`src/rtl/lvds_lane_packer.sv`:
```
module lvds_lane_packer #(
  parameter int W = 16,
  parameter int NWORDS = 8,
  parameter logic [W-1:0] SYNC_WORD = 16'hF20D,
  parameter logic [W-1:0] IDLE_WORD = 16'h5555
) (
  input  logic         clk,
  input  logic         rst_n,
  input  logic         in_valid,
  input  logic [W-1:0] in_data,
  output logic         in_ready,
  output logic [1:0]   lane_d
);
  localparam int HALF = W / 2;
  localparam int CW = (HALF > 1) ? $clog2(HALF) : 1;
  localparam int WCW = $clog2(NWORDS + 1);

  typedef enum logic [1:0] {ST_IDLE, ST_SYNC, ST_DATA, ST_LRC} st_t;

  st_t            st;
  logic [W-1:0]   sreg;
  logic [W-1:0]   lrc;
  logic [CW-1:0]  cnt;
  logic [WCW-1:0] wcnt;
  logic           last;
  logic           full;

  assign last     = (cnt == CW'(HALF - 1));
  assign full     = (wcnt == WCW'(NWORDS));
  assign in_ready = last && ((st == ST_SYNC) || (st == ST_DATA && !full));
  assign lane_d   = sreg[W-1 -: 2];

  always_ff @(posedge clk) begin
    if (!rst_n) begin
      st   <= ST_IDLE;
      sreg <= IDLE_WORD;
      lrc  <= '0;
      cnt  <= '0;
      wcnt <= '0;
    end else if (!last) begin
      sreg <= sreg << 2;
      cnt  <= cnt + 1'b1;
    end else begin
      cnt <= '0;
      case (st)
        ST_IDLE, ST_LRC: begin
          if (in_valid) begin
            st   <= ST_SYNC;
            sreg <= SYNC_WORD;
            lrc  <= '0;
            wcnt <= '0;
          end else begin
            st   <= ST_IDLE;
            sreg <= IDLE_WORD;
          end
        end
        default: begin
          if (st == ST_DATA && full) begin
            st   <= ST_LRC;
            sreg <= lrc;
          end else if (in_valid) begin
            st   <= ST_DATA;
            sreg <= in_data;
            lrc  <= lrc ^ in_data;
            wcnt <= wcnt + 1'b1;
          end else begin
            st   <= ST_DATA;
            sreg <= IDLE_WORD;
          end
        end
      endcase
    end
  end

  p_ready_slot_r5: assert property (@(posedge clk) disable iff (!rst_n)
    in_ready |-> (st == ST_SYNC || st == ST_DATA));

  p_wcnt_bound_r5: assert property (@(posedge clk) disable iff (!rst_n)
    wcnt <= WCW'(NWORDS));

  p_sync_load_r3: assert property (@(posedge clk) disable iff (!rst_n)
    (st == ST_SYNC && cnt == '0) |-> (sreg == SYNC_WORD));

  p_lrc_clear_r8: assert property (@(posedge clk) disable iff (!rst_n)
    (st == ST_SYNC) |-> (lrc == '0));

  p_lrc_load_r7: assert property (@(posedge clk) disable iff (!rst_n)
    (st == ST_LRC && cnt == '0) |-> (sreg == lrc));

  p_idle_hold_r2: assert property (@(posedge clk) disable iff (!rst_n)
    (st == ST_IDLE && cnt == '0) |-> (sreg == IDLE_WORD));

  p_shift_r4: assert property (@(posedge clk) disable iff (!rst_n)
    (cnt != '0) |-> (sreg[W-1:2] == $past(sreg[W-3:0])));
endmodule

```
`config.mk`:
```
export PLATFORM = sky130hd
export DESIGN_NAME = lvds_lane_packer
export DESIGN_NICKNAME = d
export VERILOG_FILES = /design/src/rtl/lvds_lane_packer.sv
export SDC_FILE = /design/constraint.sdc
export NUM_CORES = 1
export LEC_CHECK = 0
export BUFFER_PORTS_ARGS = -buffer_cell sky130_fd_sc_hd__buf_2
export CAP_MARGIN = 20
export CORE_MARGIN = 2
export CORE_UTILIZATION = 63
export DETAILED_ROUTE_END_ITERATION = 8
export PLACE_DENSITY = 0.88
export SYNTH_ARGS = -nofsm -noshare
export SYNTH_HDL_FRONTEND = slang
export SYNTH_SLANG_ARGS = --single-unit
```
`constraint.sdc`:
```
create_clock -name clk -period 4.6 [get_ports clk]
set_input_delay 0.92 -clock clk [delete_from_list [all_inputs] [get_ports clk]]
set_output_delay 0.92 -clock clk [all_outputs]
set_load 0.01 [all_outputs]
```
-- Word level (Yosys, flattened, before mapping)
Index checks and enable logic that the tools add are counted.
- flip-flop bits (word level): 41
- input port bits: 19
- output and inout bits: 3
- add/sub/neg operators: 2
- eq/ne operators: 7
- mux-type cells: 16
- bitwise operators: 2
- reduce and logical (&&, ||, !) cells: 11
- operator list (cell ; count):
    $mux W16 ; 9
    $mux W4 ; 4
    $xor A16 B16 Y16 ; 1
    $add A4 B1 Y4 const B ; 1
    $eq A2 B2 Y1 const B ; 2
    $eq A4 B4 Y1 const B ; 1
    $reduce_and A4 Y1 ; 1
    $reduce_or A2 Y1 ; 2
    $add A3 B1 Y3 const B ; 1
    $eq A3 B3 Y1 const B ; 1
    $logic_and A1 B1 Y1 ; 3
    $eq A2 B1 Y1 const B ; 1
    $logic_not A2 Y1 ; 1
    $mux W1 ; 2
    $mux W2 ; 1
    $ne A2 B1 Y1 const B ; 1
    $ne A2 B2 Y1 const B ; 1
    $reduce_and A2 Y1 ; 1
    $reduce_bool A2 Y1 ; 1
    $logic_not A1 Y1 ; 1
    $logic_or A1 B1 Y1 ; 1
    $not A1 Y1 ; 1

-- Longest topological paths before layout
Gate-level depths: netlist of run 1.
- depth after elaboration: 5
- mapped depth: 7

-- Worst setup path before layout of run 1
No wires, ideal clock.
- kind: reg-to-output
- from: register cnt[0]
- to: output in_ready
- arrival time: 1146 ps
- path slack: 2534 ps
- cell stages (with the launch flop): 6
- buffers on the path: 2
- path through: dfxtp_1 -> ha_1 -> ha_1 -> buf_2 -> buf_2 -> o21a_1
- cells in the longest elaborated chain, start to end: 2
- RTL lines (element ; RTL line ; RTL):
    from (decl) ; 23 ; logic [CW-1:0] cnt;
    from (signal assigned) ; 42 ; cnt <= cnt + 1'b1;
    $eq A3 B3 Y1 ; 28 ; assign last = (cnt == CW'(HALF - 1));
    $logic_and A1 B1 Y1 ; 30 ; assign in_ready = last && ((st == ST_SYNC) || (st == ST_DATA && !full));
    to (decl) ; 11 ; output logic in_ready,
Every way passes these cells.

-- Final worst setup path of run 1
- from: register wcnt[0]
- to: output in_ready
- cells in the longest elaborated chain, start to end: 5
- RTL lines (element ; RTL line ; RTL):
    from (decl) ; 24 ; logic [WCW-1:0] wcnt;
    from (signal assigned) ; 65 ; wcnt <= wcnt + 1'b1;
    $eq A4 B4 Y1 ; 29 ; assign full = (wcnt == WCW'(NWORDS));
    $logic_not A1 Y1 ; 30 ;
    $logic_and A1 B1 Y1 ; 30 ;
    $logic_or A1 B1 Y1 ; 30 ;
    $logic_and A1 B1 Y1 ; 30 ;
Every way passes these cells.

==> results, run 1 <==
- The path class of the tightest hold or removal check is flop to flop.
- The gate count after technology mapping is ~260.
- The cell with the largest stage delay on the worst path is and3b_1.
- Counting instances, the worst hold path has a depth of 1.
- For this block, the routed nets add up to approximately 4500 um of wire.
- The final hold violation count is 0.
- The simple-gate share of the synthesized area is 0.256.
- Setup violations remaining at the end of the flow were counted as 0.
- Counting flops with an async set or reset pin after synthesis yields a share of 0.
- Counting along the longest clock path gives a buffer depth of 2.
- The die is 62.9 um tall.
- The highest achievable clock rate is 0.330 GHz.
- The total of cells resized after clock tree synthesis is 0.
- The first routing iteration left 94 violations.
- Measured against its own limit, the worst slew margin works out to 0.457.
- The worst ir drop on vdd is 0.140 mV.
- The number of buffers inserted by hold repair at cts is 0.
- The arrival time at the worst endpoint is between 2 and 2.5 ns.
- The critical-path maximum fanout is 22.
- The number of diodes added for antenna fixing is 0.
- For this run, the register share of the synthesized area comes to 0.375.
- The portion of total power attributed to the clock network is 0.316.
- The ratio of total power to cell area is ~250 nW/um^2.
- The CTS sink count is 41.
- The sequential share of power is 0.616.
- The number of maximum-capacitance violations is 0.
- The number of buffers added on ports is 21.
- The clock-pin slew of the registers on the worst-case setup and hold paths is 0.12 ns.
- The number of vias in the routed layout is 1,874.
- The number of enable-type register cells in the synthesized netlist is 0.
- The first-pass iteration count of the detailed router is 4.
- Of the total synthesized cell area, the portion taken by XOR and XNOR cells is 0.
- The number of antenna violations at the first check in global routing is 0.
- The floorplan step set the die width to between 60 and 70 um.
- In the finished design, the share of the clock period the worst path needs comes to 0.659.
- The complex-gate fraction of the synthesized area is 0.149.
- Measured in cells, the most critical reg-to-reg path has a length of 6.
- The full die area is 3960 um^2.
- Across every metal layer, demand over resource in global routing totals 0.245.
- The worst setup skew after layout is 0.0113 ns.
- The worst-skew pair later-pin latency is 0.36 ns.
- Of the total synthesized cell area, the portion taken by full adders, half adders and majority gates is 0.0343.
- The first global-routing pass estimated 7780 um of wire.
- The commonest non-fill, non-tap cell in the layout is nand3_1.
- The fraction of power consumed by combinational cells is 0.068.
- After synthesis, the cell types taking the most area are dfxtp_1, nand3_1, mux2i_1, nand3b_1, a21oi_1.
- The antenna violation net count after detailed routing is 0.
- Summed over all failing endpoints, the final setup total negative slack is 0 ns.
- Summed over all nets, the switching power comes to 138 uW.
- The number of synthesis warnings is 0.
- The internal cell power is around 450 uW.
- The total of flip-flops plus latches after synthesis is 41.
- Setup repair after global routing left no endpoint under its margin.
- By area, the combinational part of the netlist is dominated by simple AND/OR/NAND/NOR gates.
- For this run, design rule violations remaining after detail routing come to 0.
- Once the clock tree was built, the setup fixing pass inserted 0 buffers.
- The I/O pin count is 22.
- The area growth from synthesis to layout is 5.43%.
- The switching part of the total is 0.236.
- The worst slack on hold paths is 0.431 ns.
- The maximum single-stage delay on the critical path is 0.70 ns.
- The kind of cell adding the most delay to the critical path is simple AND/OR/NAND/NOR gates.
- Entering global routing, the biggest net connects 44 pins.
- Routability-driven placement finished with a final weighted congestion of 0.856.
- The core region is 3340 um^2.
- The synthesized netlist occupies a cell area of about 2200 um^2.
- At the pin with the least slew margin, the transition time is between 0.8 and 0.9 ns.
- The clock buffer count from CTS is 5.
- TritonCTS built the clock tree.
- In this run the static leakage power is a little under 0.0009 uW.
- The cell count after placement is 300.
- The total number of nets in the final design is 287.
- The root cell of the clock tree is clkbuf_4.
- The final cell count without fillers is 308.
- The number of max-slew violations in the final report is 0.
- Global routing finished with a remaining overflow of 0.
- The worst setup path is captured at an output pin.
- The number of gates on the worst path with buffers counted is 6.
- STA classifies the critical path startpoint as a flop.
- Once detailed placement completed, the half-perimeter wirelength came to 2810 um.
- The mux share of post-synthesis cell area is 0.111.
- In the final layout, the share of cells above drive strength 1 is 0.130.
- The shortest clock period the worst path allows after layout is 3.03 ns.
- Fill cells in the final layout number 278.
- Walking the worst path, the cells encountered are inv_1 -> ha_1 -> and3b_1 -> nor2b_1 -> o21a_1 -> buf_2.
- The setup path with the least slack is of type flop to output pin.
- When the netlist entered floorplanning its net count stood at ~280.
- The row count is 21.
- The total area of multi-input combinational cells is 1200 um^2.
- The required time at the worst-slack endpoint is 3.68 ns.
- The register area is 821 um^2.
- The top cell type by total area after synthesis is dfxtp_1.
- The number of levels in the clock H-tree is 2.
- Dividing the detail-routed via count by the number of cells gives approximately 6.
- In the final routed layout, each cell accounts on average for around 15 um.
- The end-of-flow core utilization is 0.691.
- Dividing the synthesized area by the synthesized cell count gives 8.51 um^2.
- The slack of the worst reg-to-reg path is 2.48 ns.
- The flow ran to the end, and the final reports show no timing, DRC or antenna violations.
- The via count of the first global-routing pass is 1,721.
- The initial utilization of the core area, before any placement, comes to 0.656.
- The proportion of netlist area held by the largest area contributor is 0.375.
- The number of different library cells used by synthesis comes to 37.
- The critical path contains buffers and inverters numbering 2 combined.
- In the layout the commonest cells are nand3_1, dfxtp_1, a21oi_1.
- Among all flip-flop cells after synthesis, the most frequent one is dfxtp_1.
## area by class of cell
type	instances	area share
Clock buffer	7	0.0239
Inverter	7	0.0114
Multi-Input combinational cell	182	0.522
Sequential cell	41	0.356
Tap cell	46	0.0249
Timing Repair Buffer	25	0.0618
## Yosys cell counts, types with 6 or more instances
library cell and instances:
o21ai_0 8, clkbuf_1 7, nand3_1 45, dfxtp_1 41, inv_1 6, a21oi_1 23
and2_1 6, buf_2 16, nand2_1 11, a31oi_1 6, nand3b_1 16, mux2i_1 21
ha_1 6
## kinds of logic after synthesis
group,after synthesis
and+or+nand+nor,99
DFF,41
buffers and inverters,34
AOI/OAI and AO/OA,53
adders and majority gates,6
muxes,24
## power groups by stage
stage / registers [uW] / logic (uW) / clock network, uW
finish: 361 / 40.0 / 185
global route: 362 / 45.5 / 204
CTS: 361 / 39.7 / 191
detailed placement: 370 / 39.5 / 0
global placement: 369 / 38.5 / 0
floorplan: 369 / 27.5 / 0
## path summary, 6_finish.rpt
check,startpoint,to
hold reg to reg,cnt[0],cnt[0]
setup reg to reg,st[0],lrc[3]
hold / removal,cnt[0],cnt[0]
setup / recovery,wcnt[0],in_ready
## through the flow
| stage | setup slack, ns | total power (uW) | instance area [um^2] |
|---|---|---|---|
| 3_3_place_gp | 1.79 | 408 | 2240 |
| 5_1_grt | 1.40 | 612 | 2310 |
| 4_1_cts | 1.56 | 592 | 2290 |
| 3_5_place_dp | 1.68 | 409 | 2240 |
| 2_1_floorplan | 2.53 | 396 | 2190 |
| 6_report | 1.57 | 587 | 2310 |
## state kept, by name, indices dropped and copies added (netlist names)
name and cells:
wcnt 4, cnt 3, sreg 16, st 2, lrc 16
## per-layer routing
layer,up-vias,routed length [um],track usage
met4,0,73,0.0972
met3,11,235,0.0486
li1,930,-,-
met2,52,2100,0.402
met1,881,2070,0.314
met5,-,0,0
(Power assumes the default switching activity.)
==> run 2, diff against run 1 <==
- ABC_AREA: default -> 1
- CORE_UTILIZATION: 63 -> 52
- PLACE_DENSITY: 0.88 -> 0.79
- clock period: 4.6 -> 2.5 ns (I/O delays scaled with it)
==> results, run 2 <==
- The portion of total power attributed to the clock network is 0.430.
- The buffer and inverter count on the worst path is 2.
- The multi-input combinational cells in the finished layout cover a total of around 1100 um^2.
- The shortest clock period the worst path allows after layout is 1.96 ns.
- The sequential cells in the finished layout cover a total of 821 um^2.
- The worst-skew pair later-pin latency is 0.29 ns.
- In the layout the commonest cells are nand2_1, dfxtp_1, nand3_1.
- The area growth from synthesis to final layout is 10.3%.
- The height of the die is 68.4 um.
- The die boundary width is just under 70 um.
- The net load switching power is 281 uW.
- The gate count after technology mapping is 311.
- The total nets after synthesis is roughly 340.
- After synthesis, the cell types taking the most area are dfxtp_1, nand2_1, nand3_1, nor3b_1, a21oi_1.
- The number of gates on the worst path with buffers counted is 7.
- The sequential share of power is 0.512.
- In this run the static leakage power is 0.000955 uW.
- The synthesized design spends more area on one cell type than any other, namely dfxtp_1.
- The CTS sink count is about 40.
- The ratio of total power to cell area is 545 nW/um^2.
- The count of nets left with antenna violations once routing finished came out at 0.
- The maximum number of pins on one net before global-route repair is 22.
- The number of buffers inserted by hold repair at cts is 0.
- Timing would allow up to 0.510 GHz.
- The worst setup path is launched from a flop.
- On the final layout, the worst clock skew is about 0.0047 ns.
- The clock tree from TritonCTS is yes.
- The kind of cell adding the most delay to the critical path is simple AND/OR/NAND/NOR gates.
- Walking the worst path, the cells encountered are inv_1 -> ha_1 -> inv_1 -> nand3_2 -> nand2_4 -> nand2_1 -> a21oi_1.
- The clock-pin slew of the registers on the worst-case setup and hold paths is around 0.080 ns.
- The number of cells on the worst hold path is 1.
- The row count is 23.
- The share of synthesized area in the top cell type comes to 0.381.
- The number of library cell types mapped by synthesis is 23.
- The number of diodes added for antenna fixing is 0.
- The number of antenna violations at the first check in global routing is 0.
- The share of the Yosys chip area taken by registers is 0.381.
- The cell count after placement is 370.
- The total of flip-flops plus latches after synthesis is 41.
- The proportion of layout cells with a drive suffix above 1 is 0.140.
- The number of vias in the routed layout is 2,018.
- The synthesized area is 2150 um^2.
- The commonest non-fill, non-tap cell in the layout is nand2_1.
- The worst ir drop on vdd is ~0.33 mV.
- For the worst setup path, the data arrival time is 2.19 ns.
- In the final routed layout, each cell accounts on average for 12.6 um.
- Leaving out filler cells and counting taps, the final layout contains 378.
- The number of synthesis warnings is 0.
- Counting flops with an async set or reset pin after synthesis yields a share of 0.
- Global routing finished with a remaining overflow of 0.
- The H-tree generated during clock tree synthesis spans 2 levels.
- Input and output buffers added on the ports amount to 21.
- The worst slack on hold paths is ~0.42 ns.
- Across every metal layer, demand over resource in global routing totals 0.228.
- For this run, the detailed router's first-pass iteration total came to 4.
- Among all stages on the critical path, the largest delay is contributed by ha_1.
- The internal cell power is 1010 uW.
- STA classifies the critical path endpoint as a flop.
- After synthesis, the most frequently instantiated cells are nand2_1, dfxtp_1, nand3_1.
- Of the total power, the share spent switching nets is 0.217.
- Averaged over all synthesized cells, the footprint is between 6 and 7 um^2.
- The total of fill cells in the finished design is 390.
- The full die area is about 4700 um^2.
- Setup repair after global routing left no endpoint under its margin.
- The final critical-path share of the clock period is 0.784.
- The critical-path maximum fanout is 21.
- In the final layout, the registers with the most flip-flops are lrc: 16 flops, sreg: 16 flops, wcnt: 4 flops.
- The number of max-slew violations in the final report was 0.
- During I/O placement, the number of pins put on the boundary was 22.
- The root cell of the clock tree is clkbuf_8.
- Setup violations remaining at the end of the flow were counted as 0.
- For this run, design rule violations remaining after detail routing come to 0.
- The number of buffers on the longest clock path is 2.
- The cell with the most instances on the worst path is inv_1.
- For the worst flop-to-flop path, the logic depth is 7.
- The floorplan step defined a core boundary enclosing between 4000 and 5000 um^2.
- TritonCTS created 5 clock buffers.
- The initial cell density of the core is 0.538.
- After legalization and detailed placement, the total HPWL measured ~3300 um.
- The fraction of power consumed by combinational cells is 0.058.
- The transition at the pin with the smallest max-transition slack is 0.685 ns.
- The average vias per placed instance is between 5 and 6.
- The via count of the first global-routing pass is 1,773.
- Post-CTS timing repair inserted 0 buffers for setup.
- Across the run, the number of max-cap violations was 0.
- The final weighted congestion of routability-driven global placement is 0.799.
- By instance count, the leading cell after synthesis is nand2_1.
- The slack of the worst reg-to-reg path is 0.54 ns.
- The final hold violation count is 0.
- The DRC violation total after the first TritonRoute iteration is 125.
- Setup total negative slack on the finished layout was measured at 0 ns.
- The total number of nets in the final design is 352.
- The final layout contains routed wiring with a total length of between 4000 and 5000 um.
- At the worst endpoint, the required time is 2.73 ns.
- The number of enable-type register cells in the synthesized netlist is 0.
- The maximum single-stage delay on the critical path is 0.38 ns.
- Headroom to the max-slew limit came out at 0.542.
- The total of cells resized after clock tree synthesis is 0.
- The global-route wire length before repair is around 7900 um.
- The top flip-flop cell by instance count after synthesis is dfxtp_1.
- The worst setup path is of the flop to flop kind.
- In this run the worst hold path is classified as flop to flop.
- The flow ran to the end, and the final reports show no timing, DRC or antenna violations.
==> run 2: changes by cell type after synthesis, moves of 4 or more <==
| cell | change |
|---|---|
| nor2b_1 | -4 |
| nor2_1 | +22 |
| nand2_1 | +74 |
| nand3_1 | -7 |
| or2_2 | +7 |
| nand2b_1 | -5 |
| nor3b_1 | +17 |
| inv_1 | +21 |
| a31oi_1 | -6 |
| nand3b_1 | -16 |
| o21ai_0 | +6 |
| buf_2 | -11 |
| mux2i_1 | -21 |
| and2_1 | -6 |
==> run 2: layout make-up <==
class                           count  area share
Clock inverter                      2      0.0158
Inverter                           27      0.0427
Clock buffer                        6      0.0348
Sequential cell                    41       0.346
Tap cell                           50      0.0263
Timing Repair Buffer               25      0.0569
Multi-Input combinational cell    227       0.478
==> run 2: power groups by stage <==
stage	Combinational [uW]	Clock [uW]	Sequential, uW
floorplan	43.8	0	678
global placement	72.5	0	678
detailed placement	74.6	0	679
CTS	74.8	569	663
global route	85.7	595	664
finish	74.7	557	663
==> run 2: final timing paths <==
| check | endpoint | from |
|---|---|---|
| worst max-delay path | wcnt[2] | st[0] |
| worst min-delay path | cnt[0] | cnt[0] |
| worst max register to register | wcnt[2] | st[0] |
| worst min register to register | cnt[0] | cnt[0] |
==> run 2: kinds of logic after synthesis <==
| logic type | Yosys count | share of synthesized area |
|---|---|---|
| adder cells (fa/ha/maj) | 6 | 0.0349 |
| AND/OR/NAND/NOR | 182 | 0.398 |
| buffers and inverters | 43 | 0.0918 |
| flip-flops | 41 | 0.381 |
| AO/OA/AOI/OAI | 39 | 0.0941 |
==> run 2: routing by layer <==
| metal | vias up | share of wire | track usage |
|---|---|---|---|
| met4 | 0 | 0.011 | 0.0600 |
| met1 | 916 | 0.47 | 0.288 |
| met3 | 6 | 0.058 | 0.0493 |
| met5 | - | 0 | 0 |
| li1 | 1033 | - | - |
| met2 | 63 | 0.46 | 0.390 |
==> run 2: stage by stage <==
| stage | total power, uW | area, um^2 | util | worst slack (ns) |
|---|---|---|---|---|
| floorplan | 722 | 2150 | - | 0.998 |
| global placement | 751 | 2250 | 0.564 | 0.618 |
| detailed placement | 753 | 2250 | 0.564 | 0.534 |
| CTS | 1310 | 2370 | 0.594 | 0.530 |
| global route | 1340 | 2370 | 0.594 | 0.304 |
| finish | 1290 | 2370 | 0.594 | 0.541 |
==> run 2: worst register-to-register path, delay by kind of cell (launching register included) <==
kind / cells / cell delay [ns]
flip-flops: 1 / 0.34
AND/OR/NAND/NOR: 3 / 0.85
buffers and inverters: 2 / 0.17
AO/OA/AOI/OAI: 1 / 0.15
adder cells (fa/ha/maj): 1 / 0.38
==> run 3, diff against run 2 <==
- CORE_UTILIZATION: 52 -> 58
- PLACE_DENSITY: 0.79 -> 0.83
- clock period: 2.5 -> 1.98 ns (I/O delays scaled with it)
==> results, run 3 (synthesized netlist as in run 2, its figures left out) <==
- After detailed routing, the number of remaining DRC violations is 0.
- After floorplanning, the core was divided into 22 placement rows.
- The height of the die is 64.9 um.
- Clock tree synthesis selected as its root buffer the cell clkbuf_8.
- The analysis attributes to cell leakage a power of 0.000984 uW.
- Along the worst path, the maximum fanout reaches 3.
- Before antenna repair, the detailed router went through 4 iterations.
- The required time at the worst-slack endpoint is 1.58 ns.
- The initial cell density of the core is 0.597.
- The H-tree was split into 2 levels.
- From left edge to right edge, the die measures roughly 65 um.
- Leaving out fill and tap cells, the most frequent cells in the layout are nand2_1, dfxtp_1, nand3_1.
- Clock-pin slew was measured on the worst setup and hold paths at 0.08 ns.
- For this run the aggregate overflow at the end of global routing stands at 0.
- Of the cells placed in the final design, the portion with a size suffix greater than 1 is 0.153.
- On the critical path, the stage with the largest delay is an instance of dfxtp_1.
- The full die area is 4220 um^2.
- TritonCTS built the clock tree.
- The count of buffers added on input and output ports is 21.
- The half-perimeter wire length after placement is 3330 um.
- STA classifies the critical path startpoint as a flop.
- In this design, the largest share of critical-path delay is due to flip-flops.
- The library cell used most frequently in the layout, excluding fill and tap cells, is nand2_1.
- Counting both buffers and inverters, the worst setup path holds a total of 2.
- The number of buffers on the longest clock path is 2.
- The post-CTS setup repair buffer count is 0.
- Compared with the post-synthesis result, the final layout area differs by 12.1%.
- Setup repair after global routing left no endpoint under its margin.
- The worst-case setup margin in the final layout is 0.0789 ns.
- The final critical-path share of the clock period is 0.960.
- The kind of end point of the critical path is an output pin.
- The total of cells resized after clock tree synthesis is 0.
- The largest registers in the layout are lrc: 16 flops, sreg: 16 flops, wcnt: 4 flops.
- Buffers inserted to repair hold after CTS numbered 0.
- The count of nets left with antenna violations once routing finished came out at 0.
- The transition at the pin with the smallest max-transition slack is 0.491 ns.
- The average vias per placed instance is about 5.2.
- Measured against its own limit, the worst slew margin works out to 0.673.
- The worst-skew pair later-pin latency is roughly 0.29 ns.
- The total area of multi-input combinational cells is 1130 um^2.
- The global-route wire length before repair is approximately 8100 um.
- Timing would allow up to 0.526 GHz.
- The I/O pin count is 22.
- The count of final setup violators is 0.
- Across the whole layout, storage elements account for 821 um^2.
- The final hold violation count is 0.
- Prior to clock tree synthesis, the placed netlist has a worst setup slack of ~0.29 ns.
- For the worst setup path, the data arrival time is 1.51 ns.
- In the global route stage, overall resource usage came out at 0.250.
- The slack of the worst reg-to-reg path is between 0.2 and 0.3 ns.
- The flow ran to the end, and the final reports show no timing, DRC or antenna violations.
- Traced cell by cell, the critical path runs through inv_1 -> ha_1 -> nand2_2 -> nor2_4 -> nor2_1 -> o21a_1 -> buf_2.
- The CTS sink count is 41.
- The tightest min-delay check is of the input port to flop type.
- In the final design database the tool counted 358 nets.
- In the final routed layout, each cell accounts on average for 12.1 um.
- The maximum single-stage delay on the critical path is 0.36 ns.
- For the final routed database, the setup TNS stands at 0 ns.
- The startpoint-to-endpoint class of the critical path is flop to output pin.
- The final layout contains routed wiring with a total length of between 4000 and 5000 um.
- In this run the power density over the cells is about 670 nW/um^2.
- The core footprint is 3610 um^2.
- The clock buffer count from CTS is 5.
- The number of antenna diodes in the final layout is 0.
- The number of antenna violations at the first check in global routing is 0.
- Between clock sinks in the finished design, the worst skew comes to slightly below 0.007 ns.
- IR analysis of the VDD net gives a maximum drop of 0.537 mV.
- The DRC violation total after the first TritonRoute iteration is 104.
- The filler cells instantiated in the layout total between 300 and 400.
- Entering global routing, the biggest net connects 22 pins.
- Across the run, the number of max-cap violations was 0.
- The via count of the first global-routing pass was around 1,900.
- The shortest clock period the worst path allows after layout is between 1.5 and 2 ns.
- The number of max-slew violations in the final report is 0.
- The number of vias in the routed layout is 1,986.
- At the end of routability-driven placement, the weighted congestion stood at 0.804.
run 3: changes by cell type in the layout (fill, tap and decap cells not counted):
cell	change
clkinvlp_4	-1
clkbuf_1	+1
buf_4	+6
run 3: final cells by class:
class                           instances  area share
Clock buffer                            7      0.0358
Clock inverter                          1      0.0124
Inverter                               27      0.0420
Multi-Input combinational cell        227       0.470
Sequential cell                        41       0.340
Tap cell                               48      0.0249
Timing Repair Buffer                   31      0.0747
run 3: per-stage QoR:
step / instances / area, um^2 / hold slack [ns] / utilization / total power (uW)
floorplan: 311 / 2150 / 0.399 / - / 911
global placement: 374 / 2300 / 0.408 / 0.637 / 948
detailed placement: 374 / 2300 / 0.414 / 0.637 / 950
CTS: 382 / 2410 / 0.384 / 0.669 / 1640
global route: 382 / 2410 / 0.385 / 0.669 / 1700
finish: 382 / 2410 / 0.392 / 0.669 / 1620
run 3: path summary, 6_finish.rpt:
kind              startpoint  endpoint  cells past startpoint
setup / recovery     wcnt[0]  in_ready                      7
hold / removal    in_data[1]   sreg[1]                      3
setup reg to reg       st[0]    lrc[6]                      7
hold reg to reg       cnt[0]    cnt[0]                      1
run 3: layer usage:
layer,routed length [um],track usage,vias to the layer above
li1,-,-,1043
met1,2110,0.301,882
met2,2150,0.427,51
met3,253,0.0660,10
met4,88,0.0878,0
met5,0,0,-
run 3: where the power goes:
part	switching [uW]	leakage [uW]	internal [uW]	total, uW
clock	282	0.0000585	411	693
combinational	57.6	0.000593	36.3	93.9
sequential	2.71	0.000332	834	837
run 3: worst min-delay path, stage by stage:
cell	delay (ns)
buf_2	0.11
nand3_1	0.08
a21oi_1	0.06
